### config.mk
export PLATFORM = sky130hd
export DESIGN_NAME = rf_read_source
export DESIGN_NICKNAME = d
export VERILOG_FILES = /design/src/rtl/rfrs_pkg.sv /design/src/rtl/rfrs_grant.sv /design/src/rtl/rfrs_state.sv /design/src/rtl/rfrs_mux.sv /design/src/rtl/rf_read_source.sv
export SDC_FILE = /design/constraint.sdc
export NUM_CORES = 1
export LEC_CHECK = 0
export ABC_AREA = 1
export BUFFER_PORTS_ARGS = -buffer_cell sky130_fd_sc_hd__buf_2
export CAP_MARGIN = 20
export CORE_AREA = 4 4 41 43
export DETAILED_ROUTE_END_ITERATION = 10
export DIE_AREA = 0 0 45 47
export SLEW_MARGIN = 20
export SYNTH_ARGS = -nofsm -noshare
export SYNTH_HDL_FRONTEND = slang
export SYNTH_HIERARCHICAL = 1
export SYNTH_SLANG_ARGS = --single-unit
### constraint.sdc
create_clock -name clk -period 2.13 [get_ports clk]
set_input_delay 0 -clock clk [delete_from_list [all_inputs] [get_ports clk]]
set_output_delay 0 -clock clk [all_outputs]
set_load 0.03 [all_outputs]
### src/rtl/rfrs_pkg.sv
package rfrs_pkg;
    localparam int CODE_W = 3;
    typedef logic [CODE_W-1:0] code_t;

    typedef struct packed {
        code_t a;
        code_t b;
    } pair_t;

    typedef enum logic [2:0] {
        ORG_MC1,
        ORG_MC2,
        ORG_UINST,
        ORG_INSTR,
        ORG_STACK
    } origin_e;

    localparam pair_t PAIR_MC1   = '{a: 3'd4, b: 3'd6};
    localparam pair_t PAIR_MC2   = '{a: 3'd6, b: 3'd7};
    localparam pair_t PAIR_STACK = '{a: 3'd3, b: 3'd3};

    function automatic pair_t instr_pair(input logic mem_inst, input logic [1:0] rsel_hi);
        pair_t p;
        if (!mem_inst)          p = '{a: 3'd2, b: 3'd5};
        else if (rsel_hi != 0)  p = '{a: 3'd0, b: 3'd4};
        else                    p = '{a: 3'd1, b: 3'd4};
        return p;
    endfunction
endpackage

### src/rtl/rfrs_grant.sv
module rfrs_grant (
    input  logic mc1_req,
    input  logic mc1_xfer,
    input  logic mc2_get,
    input  logic mc2_xfer,
    output logic grant1,
    output logic grant2,
    output logic mem_needs
);
    always_comb begin
        grant1    = mc1_req & mc1_xfer;
        grant2    = ~grant1 & mc2_get & mc2_xfer;
        mem_needs = mc1_req | mc2_get;
    end
endmodule

### src/rtl/rfrs_state.sv
module rfrs_state (
    input  logic clk,
    input  logic rst,
    input  logic grant1,
    input  logic grant2,
    output logic suspend,
    output logic mc1_has,
    output logic mc2_has
);
    always_ff @(posedge clk) begin
        if (rst) begin
            suspend <= 1'b0;
            mc1_has <= 1'b0;
            mc2_has <= 1'b0;
        end else begin
            suspend <= grant1 | grant2;
            mc1_has <= grant1;
            mc2_has <= grant2;
        end
    end
endmodule

### src/rtl/rfrs_mux.sv
module rfrs_mux
    import rfrs_pkg::*;
(
    input  logic        grant1,
    input  logic        grant2,
    input  logic        proc_sel,
    input  logic        cycle0,
    input  logic        suspend,
    input  logic        mem_inst,
    input  logic [1:0]  rsel_hi,
    input  code_t       ui_a,
    input  code_t       ui_b,
    output pair_t       pair
);
    origin_e org;

    always_comb begin
        if (grant1)                   org = ORG_MC1;
        else if (grant2)              org = ORG_MC2;
        else if (proc_sel)            org = ORG_UINST;
        else if (cycle0 && !suspend)  org = ORG_INSTR;
        else                          org = ORG_STACK;
    end

    always_comb begin
        unique case (org)
            ORG_MC1:   pair = PAIR_MC1;
            ORG_MC2:   pair = PAIR_MC2;
            ORG_UINST: pair = '{a: ui_a, b: ui_b};
            ORG_INSTR: pair = instr_pair(mem_inst, rsel_hi);
            default:   pair = PAIR_STACK;
        endcase
    end
endmodule

### src/rtl/rf_read_source.sv
module rf_read_source
    import rfrs_pkg::*;
(
    input  logic        clk,
    input  logic        rst,
    input  logic        cycle0,
    input  logic        abort,
    input  logic        mem_inst,
    input  logic [1:0]  rsel_hi,
    input  logic [2:0]  ui_a,
    input  logic [2:0]  ui_b,
    input  logic        mc1_req,
    input  logic        mc1_xfer,
    input  logic        mc2_get,
    input  logic        mc2_xfer,
    output logic [2:0]  a_src,
    output logic [2:0]  b_src,
    output logic        proc_sel,
    output logic        suspend,
    output logic        mc1_has,
    output logic        mc2_has
);
    logic  grant1, grant2, mem_needs;
    pair_t pair;

    rfrs_grant u_grant (
        .mc1_req(mc1_req), .mc1_xfer(mc1_xfer),
        .mc2_get(mc2_get), .mc2_xfer(mc2_xfer),
        .grant1(grant1), .grant2(grant2), .mem_needs(mem_needs)
    );

    rfrs_state u_state (
        .clk(clk), .rst(rst), .grant1(grant1), .grant2(grant2),
        .suspend(suspend), .mc1_has(mc1_has), .mc2_has(mc2_has)
    );

    assign proc_sel = ((abort & ~cycle0) | suspend) & ~mem_needs;

    rfrs_mux u_mux (
        .grant1(grant1), .grant2(grant2), .proc_sel(proc_sel),
        .cycle0(cycle0), .suspend(suspend), .mem_inst(mem_inst),
        .rsel_hi(rsel_hi), .ui_a(ui_a), .ui_b(ui_b), .pair(pair)
    );

    assign a_src = pair.a;
    assign b_src = pair.b;
endmodule

==> results of run 1 <==
-- worst min-delay path, stage by stage --
cell and delay, ns:
sky130_fd_sc_hd__buf_2 0.08, sky130_fd_sc_hd__inv_2 0.04, sky130_fd_sc_hd__nand2_2 0.06, sky130_fd_sc_hd__inv_1 0.03
-- path summary, 6_finish.rpt --
kind	from	end	slack (ns)	depth (start not counted)
worst min-delay path	rst	u_state/mc2_has	0.02	4
worst max-delay path	u_state/suspend	b_src[0]	0.63	6
-- flip-flops by register name, summed over array words and instances, names as in the netlist --
name	cells
u_state/suspend	1
u_state/mc2_has	1
u_state/mc1_has	1
-- synth_stat cells (all sizes together) --
| cell type | number |
|---|---|
| dfxtp | 3 |
| or2 | 1 |
| nand3 | 5 |
| nand2 | 20 |
| nor2 | 6 |
| o21ai | 1 |
| nor3 | 1 |
| a21oi | 1 |
| nand4 | 1 |
| inv | 13 |
-- stage by stage --
stage               total power (uW)  instances
global route                     291         97
global placement                 170         93
floorplan                        134         52
detailed placement               171         93
CTS                              277         97
finish                           269         97
-- cells by family after synthesis --
group           synth area share [%]
simple gates                    57.0
buf+inv                         17.1
flops                           21.1
compound gates                  4.82
-- report_power, final --
group          switching (uW)  internal, uW
clock                    30.4          70.3
combinational            71.7          36.2
sequential               1.35          59.3
total                     104           166
-- routing by layer --
layer | wire [um] | up-vias
li1 | - | 213
met1 | 328 | 163
met2 | 370 | 18
met3 | 82 | 2
met4 | 16 | 0
met5 | 0 | -
-- layout make-up --
type | count | area, um^2 | area share, %
clock buffer | 4 | 26.3 | 5.71
multi-input combinational | 36 | 176 | 38.3
inverter | 13 | 48.8 | 10.6
timing repair buffer | 26 | 130 | 28.3
sequential | 3 | 60.1 | 13.0
tap | 15 | 18.8 | 4.08
==> flow_metrics.env, run 1 <==
export IMPL_slew_limit_headroom_pct=76.9
export IMPL_critical_path_arrival_ns=1.50
export IMPL_design_core_area_um2=1300
export IMPL_netlist_area_um2=285
export IMPL_initial_utilization_pct=21.9
export IMPL_grt_use_met3_pct=3.07
export IMPL_global_route_usage_met2_pct=14.7
export IMPL_start_kind="register"
export IMPL_cts_post_setup_buffers_inserted=0
export IMPL_max_slew_worst_pin_slew_ns=0.345
export IMPL_postRouteWirelength_um=798
export IMPL_synth_area_top_cells="sky130_fd_sc_hd__dfxtp_1 (21%), sky130_fd_sc_hd__nand2_1 (20%), sky130_fd_sc_hd__inv_1 (16%), sky130_fd_sc_hd__nand2_2 (11%), sky130_fd_sc_hd__nand3_1 (8.8%)"
export IMPL_grt_busiest_layer="met2"
export IMPL_grt_start_max_net_pins=9
export IMPL_post_synth_cell_area_avg_um2=5.49
export IMPL_timing_critical_path_slowest_stage_cell="sky130_fd_sc_hd__dfxtp_1"
export IMPL_design_portCount=27
export IMPL_cts_root_buffer_cell="sky130_fd_sc_hd__clkbuf_4"
export IMPL_synth_warnings=6
export IMPL_worst_slack_at_placement_ns=0.874
export IMPL_placement_cell_area_um2=434
export IMPL_initial_antenna_violation_count=0
export IMPL_utilization_after_layout_pct=35.4
export IMPL_final_hold_viol_count=0
export IMPL_worst_hold_slack_ns=0.0222
export IMPL_yosysSeqAreaShare_pct=21.1
export IMPL_drive_above_1_share_pct=46.3
export IMPL_synthDominantAreaCellType="sky130_fd_sc_hd__dfxtp_1"
export IMPL_power_density_cell_area_nw_per_um2=585
export IMPL_min_period_ns=1.50
export IMPL_drt_first_pass_iters=1
export IMPL_number_of_global_route_vias_before_repair=377
export IMPL_rows=13
export IMPL_final_min_period_over_clock_period_pct=70.6
export IMPL_p_leak_uw=0.000296
export IMPL_n_antenna_cell=0
export IMPL_layout_cells_most_common_list="sky130_fd_sc_hd__buf_2 (26), sky130_fd_sc_hd__nand2_1 (15), sky130_fd_sc_hd__inv_1 (12)"
export IMPL_final_max_slew_viol_count=0
export IMPL_layout_cell_area_non_filler_um2=460
export IMPL_vdd_drop_max_mv=0.255
export IMPL_path_cells="inv_1 -> a21oi_2 -> inv_1 -> nand4_1 -> nand3_1 -> buf_2"
export IMPL_global_route_overflow_total=0
export IMPL_cts_inserted_buffers=3
export IMPL_cts_hold_fix_buffers=0
export IMPL_clock_fmax_ghz=0.665
export IMPL_route_detailed_wl_per_inst_um=8.23
export IMPL_drtIter0Drc=0
export IMPL_synth_cells=52
export IMPL_cts_resized_gates=0
export IMPL_totalNegativeSetupSlack_ns=0
export IMPL_dieArea_um2=2120
export IMPL_cap_violations=0
export IMPL_via_count_of_the_routed_design=396
export IMPL_drcViolationCount=0
export IMPL_cpLargestDelayFamily="buffers and inverters"
export IMPL_critPathMaxFanout=7
export IMPL_critical_path_required_ns=2.13
export IMPL_route_detailed_vias_per_inst=4.08
export IMPL_cp_common_cell="sky130_fd_sc_hd__inv_1"
export IMPL_placement_io_buffers=26
export IMPL_number_of_buffer_and_inverter_instances_along_the_worst_setup_path=3
export IMPL_yosysTopAreaCellShare_pct=21.1
export IMPL_setup_ws_ns=0.626
export IMPL_post_dp_hpwl_um=680
export IMPL_floorplan_die_height_um=47
export IMPL_fin_nets=100
export IMPL_synth_seq_cells=3
export IMPL_area_growth_syn_to_layout_pct=61.4
export IMPL_crit_type="register to output port"
export IMPL_most_frequent_standard_cell_in_the_layout_excluding_fill_and_tap_cells="sky130_fd_sc_hd__buf_2"
export IMPL_cts_buffer_depth=2
export IMPL_tritoncts="yes"
export IMPL_rsz0062_at_grt="false"
export IMPL_clk_sink_count=3
export IMPL_route_antenna_remaining_nets=0
export IMPL_cp_end_kind="output port"
export IMPL_globalRouteMet1Util_pct=9.30
export IMPL_cts_clk_slew_worst_paths_ns=0.04
export IMPL_globalRouteTotalUtil_pct=8.92
export IMPL_htree_levels=1
export IMPL_critical_path_max_stage_delay_ns=0.35
export IMPL_grt_first_pass_wirelength_mm=1.36
export IMPL_run_status="finished clean"
export IMPL_post_synth_num_cell_types=14
export IMPL_gpl_final_weighted_congestion=0.671
export IMPL_timing_hold_worst_class="input pin to register"
export IMPL_fill_cells=164
export IMPL_timing_final_setup_violations=0
export IMPL_synth_nets=69
export IMPL_dieWidth_um=45
No activity file was read; power rests on OpenSTA's default activity.
==> inputs of run 2 (changes only) <==
Clock period 2.13 ns to 1.4 ns, I/O delays scaled along.
==> run 2 against run 1 <==
Net effect: die area is the same; critical path depth is the same; cell area grew 10%; power grew 63%; count of clock-buffer cells in the layout is the same; highest routed layer is now met3; combinational power grew 79%; worst setup slack lost 0.55 ns; sequential share of layout area shrank 0.94 points; non-clock buffer count is the same; sequential power grew 54%; hold slack lost 0.00054 ns; clock power grew 50%.
==> flow_metrics.env, run 2 (synthesis results as in run 1) <==
export IMPL_grt_first_pass_wirelength_mm=1.29
export IMPL_cts_post_setup_buffers_inserted=0
export IMPL_drcViolationCount=0
export IMPL_postRouteWirelength_um=812
export IMPL_design_portCount=27
export IMPL_fill_cells=167
export IMPL_gpl_final_weighted_congestion=0.662
export IMPL_number_of_buffer_and_inverter_instances_along_the_worst_setup_path=3
export IMPL_initial_utilization_pct=21.9
export IMPL_comb_power_share_pct=44.0
export IMPL_n_antenna_cell=0
export IMPL_timing_final_setup_violations=0
export IMPL_totalNegativeSetupSlack_ns=0
export IMPL_total_power_uw=438
export IMPL_biggestRegsByFlops="u_state/mc1_has x1, u_state/mc2_has x1, u_state/suspend x1"
export IMPL_start_kind="register"
export IMPL_globalRouteMet1Util_pct=10.4
export IMPL_drtIter0Drc=0
export IMPL_global_route_usage_met2_pct=13.8
export IMPL_route_detailed_wl_per_inst_um=8.37
export IMPL_cts_inserted_buffers=3
export IMPL_final_hold_viol_count=0
export IMPL_drive_above_1_share_pct=53.7
export IMPL_grt_start_max_net_pins=9
export IMPL_holdPathStages=4
export IMPL_htree_levels=1
export IMPL_dieWidth_um=45
export IMPL_number_of_global_route_vias_before_repair=357
export IMPL_path_cells="inv_2 -> a21oi_4 -> inv_2 -> nand4_1 -> nand3_1 -> buf_6"
export IMPL_critical_path_arrival_ns=1.33
export IMPL_floorplan_die_height_um=47
export IMPL_global_route_overflow_total=0
export IMPL_placed_cells=93
export IMPL_clk_sink_count=3
export IMPL_cts_clk_slew_worst_paths_ns=0.04
export IMPL_vdd_drop_max_mv=0.448
export IMPL_cts_root_buffer_cell="sky130_fd_sc_hd__clkbuf_4"
export IMPL_rows=13
export IMPL_area_growth_syn_to_layout_pct=77.6
export IMPL_critPathMaxFanout=7
export IMPL_route_detailed_vias_per_inst=3.96
export IMPL_run_status="finished clean"
export IMPL_route_antenna_remaining_nets=0
export IMPL_utilization_after_layout_pct=38.9
export IMPL_timing_hold_worst_class="input pin to register"
export IMPL_fin_cells=97
export IMPL_tritoncts="yes"
export IMPL_layout_cell_area_non_filler_um2=507
export IMPL_cts_buffer_depth=2
export IMPL_swShare_pct=37.8
export IMPL_clock_fmax_ghz=0.753
export IMPL_layout_cells_most_common_list="sky130_fd_sc_hd__buf_2 (22), sky130_fd_sc_hd__nand2_1 (15), sky130_fd_sc_hd__inv_1 (10)"
export IMPL_critical_path_max_stage_delay_ns=0.34
export IMPL_power_share_clock_pct=34.8
export IMPL_hold_end="u_state/mc1_has"
export IMPL_final_min_period_over_clock_period_pct=94.9
export IMPL_regArea_um2=61.3
export IMPL_cts_resized_gates=0
export IMPL_timing_critical_path_slowest_stage_cell="sky130_fd_sc_hd__dfxtp_2"
export IMPL_dieArea_um2=2120
export IMPL_placement_cell_area_um2=445
export IMPL_rsz0062_at_grt="true"
export IMPL_grt_use_met3_pct=1.15
export IMPL_globalRouteTotalUtil_pct=8.68
export IMPL_cp_common_cell="sky130_fd_sc_hd__inv_2"
export IMPL_crit_type="register to output port"
export IMPL_initial_antenna_violation_count=0
export IMPL_design_core_area_um2=1300
export IMPL_p_switching_uw=165
export IMPL_via_count_of_the_routed_design=384
export IMPL_hold_path_startpoint="rst"
export IMPL_post_dp_hpwl_um=697
export IMPL_critical_path_required_ns=1.40
export IMPL_cpLargestDelayFamily="flip-flops"
export IMPL_cap_violations=0
export IMPL_placement_io_buffers=26
export IMPL_p_leak_uw=0.000313
export IMPL_most_frequent_standard_cell_in_the_layout_excluding_fill_and_tap_cells="sky130_fd_sc_hd__buf_2"
export IMPL_drt_first_pass_iters=1
export IMPL_cts_hold_fix_buffers=0
export IMPL_cp_end_kind="output port"
export IMPL_multiInputGateArea_um2=196
export IMPL_slew_limit_headroom_pct=77.9
export IMPL_fin_nets=100
export IMPL_final_max_slew_viol_count=0
export IMPL_grt_busiest_layer="met2"
export IMPL_min_period_ns=1.33
export IMPL_power_frac_seq_pct=21.3
export IMPL_power_density_cell_area_nw_per_um2=864
export IMPL_power_internal_uw=272
export IMPL_max_slew_worst_pin_slew_ns=0.331
## run 2: cell counts in the layout (fill, tap and decap cells not counted)
Identical to the previous run, type by type.
## run 2: worst max-delay path by stage
stage,from,to,slack [ns],cells after the start
final,u_state/suspend,b_src[0],0.07,6
after detailed placement,u_state/suspend,b_src[1],0.27,7
after global placement,u_state/suspend,b_src[0],0.30,6
after CTS,u_state/suspend,b_src[1],0.01,7
after global routing,u_state/suspend,b_src[0],-0.02,6
after floorplan,u_state/suspend,b_src[1],0.0004,6
## run 2: area by class of cell
cell class	instances	share of cell area, %
inverters	13	9.63
multi-input cells	36	38.8
repair buffers	26	30.6
well taps	15	3.70
clock buffers	4	5.19
flip-flops and latches	3	12.1
## run 2: power groups by stage
stage | Combinational [uW] | Sequential, uW | Clock, uW
2_1_floorplan | 106 | 103 | 0
3_3_place_gp | 169 | 93.7 | 0
3_5_place_dp | 170 | 94.3 | 0
4_1_cts | 171 | 92.9 | 156
5_1_grt | 213 | 93.5 | 162
6_report | 193 | 93.1 | 152
## run 2: per-stage QoR
| stage | setup slack [ns] | hold slack (ns) |
|---|---|---|
| 2_1_floorplan | 0.000350 | 0.154 |
| 3_3_place_gp | 0.305 | 0.261 |
| 3_5_place_dp | 0.265 | 0.265 |
| 4_1_cts | 0.0115 | 0.0174 |
| 5_1_grt | -0.0227 | 0.0299 |
| 6_report | 0.0718 | 0.0217 |
## run 2: routing by layer
metal | wire length, um | part of all wire (%) | vias up
li1 | - | - | 213
met1 | 346 | 43 | 152
met2 | 394 | 49 | 19
met3 | 72 | 8.9 | 0
met4 | 0 | 0 | 0
met5 | 0 | 0 | -
## run 2: worst min-delay path: cells and delay by family
| family | cells | cell delay [ns] |
|---|---|---|
| and+or+nand+nor | 1 | 0.06 |
| buffers and inverters | 3 | 0.15 |
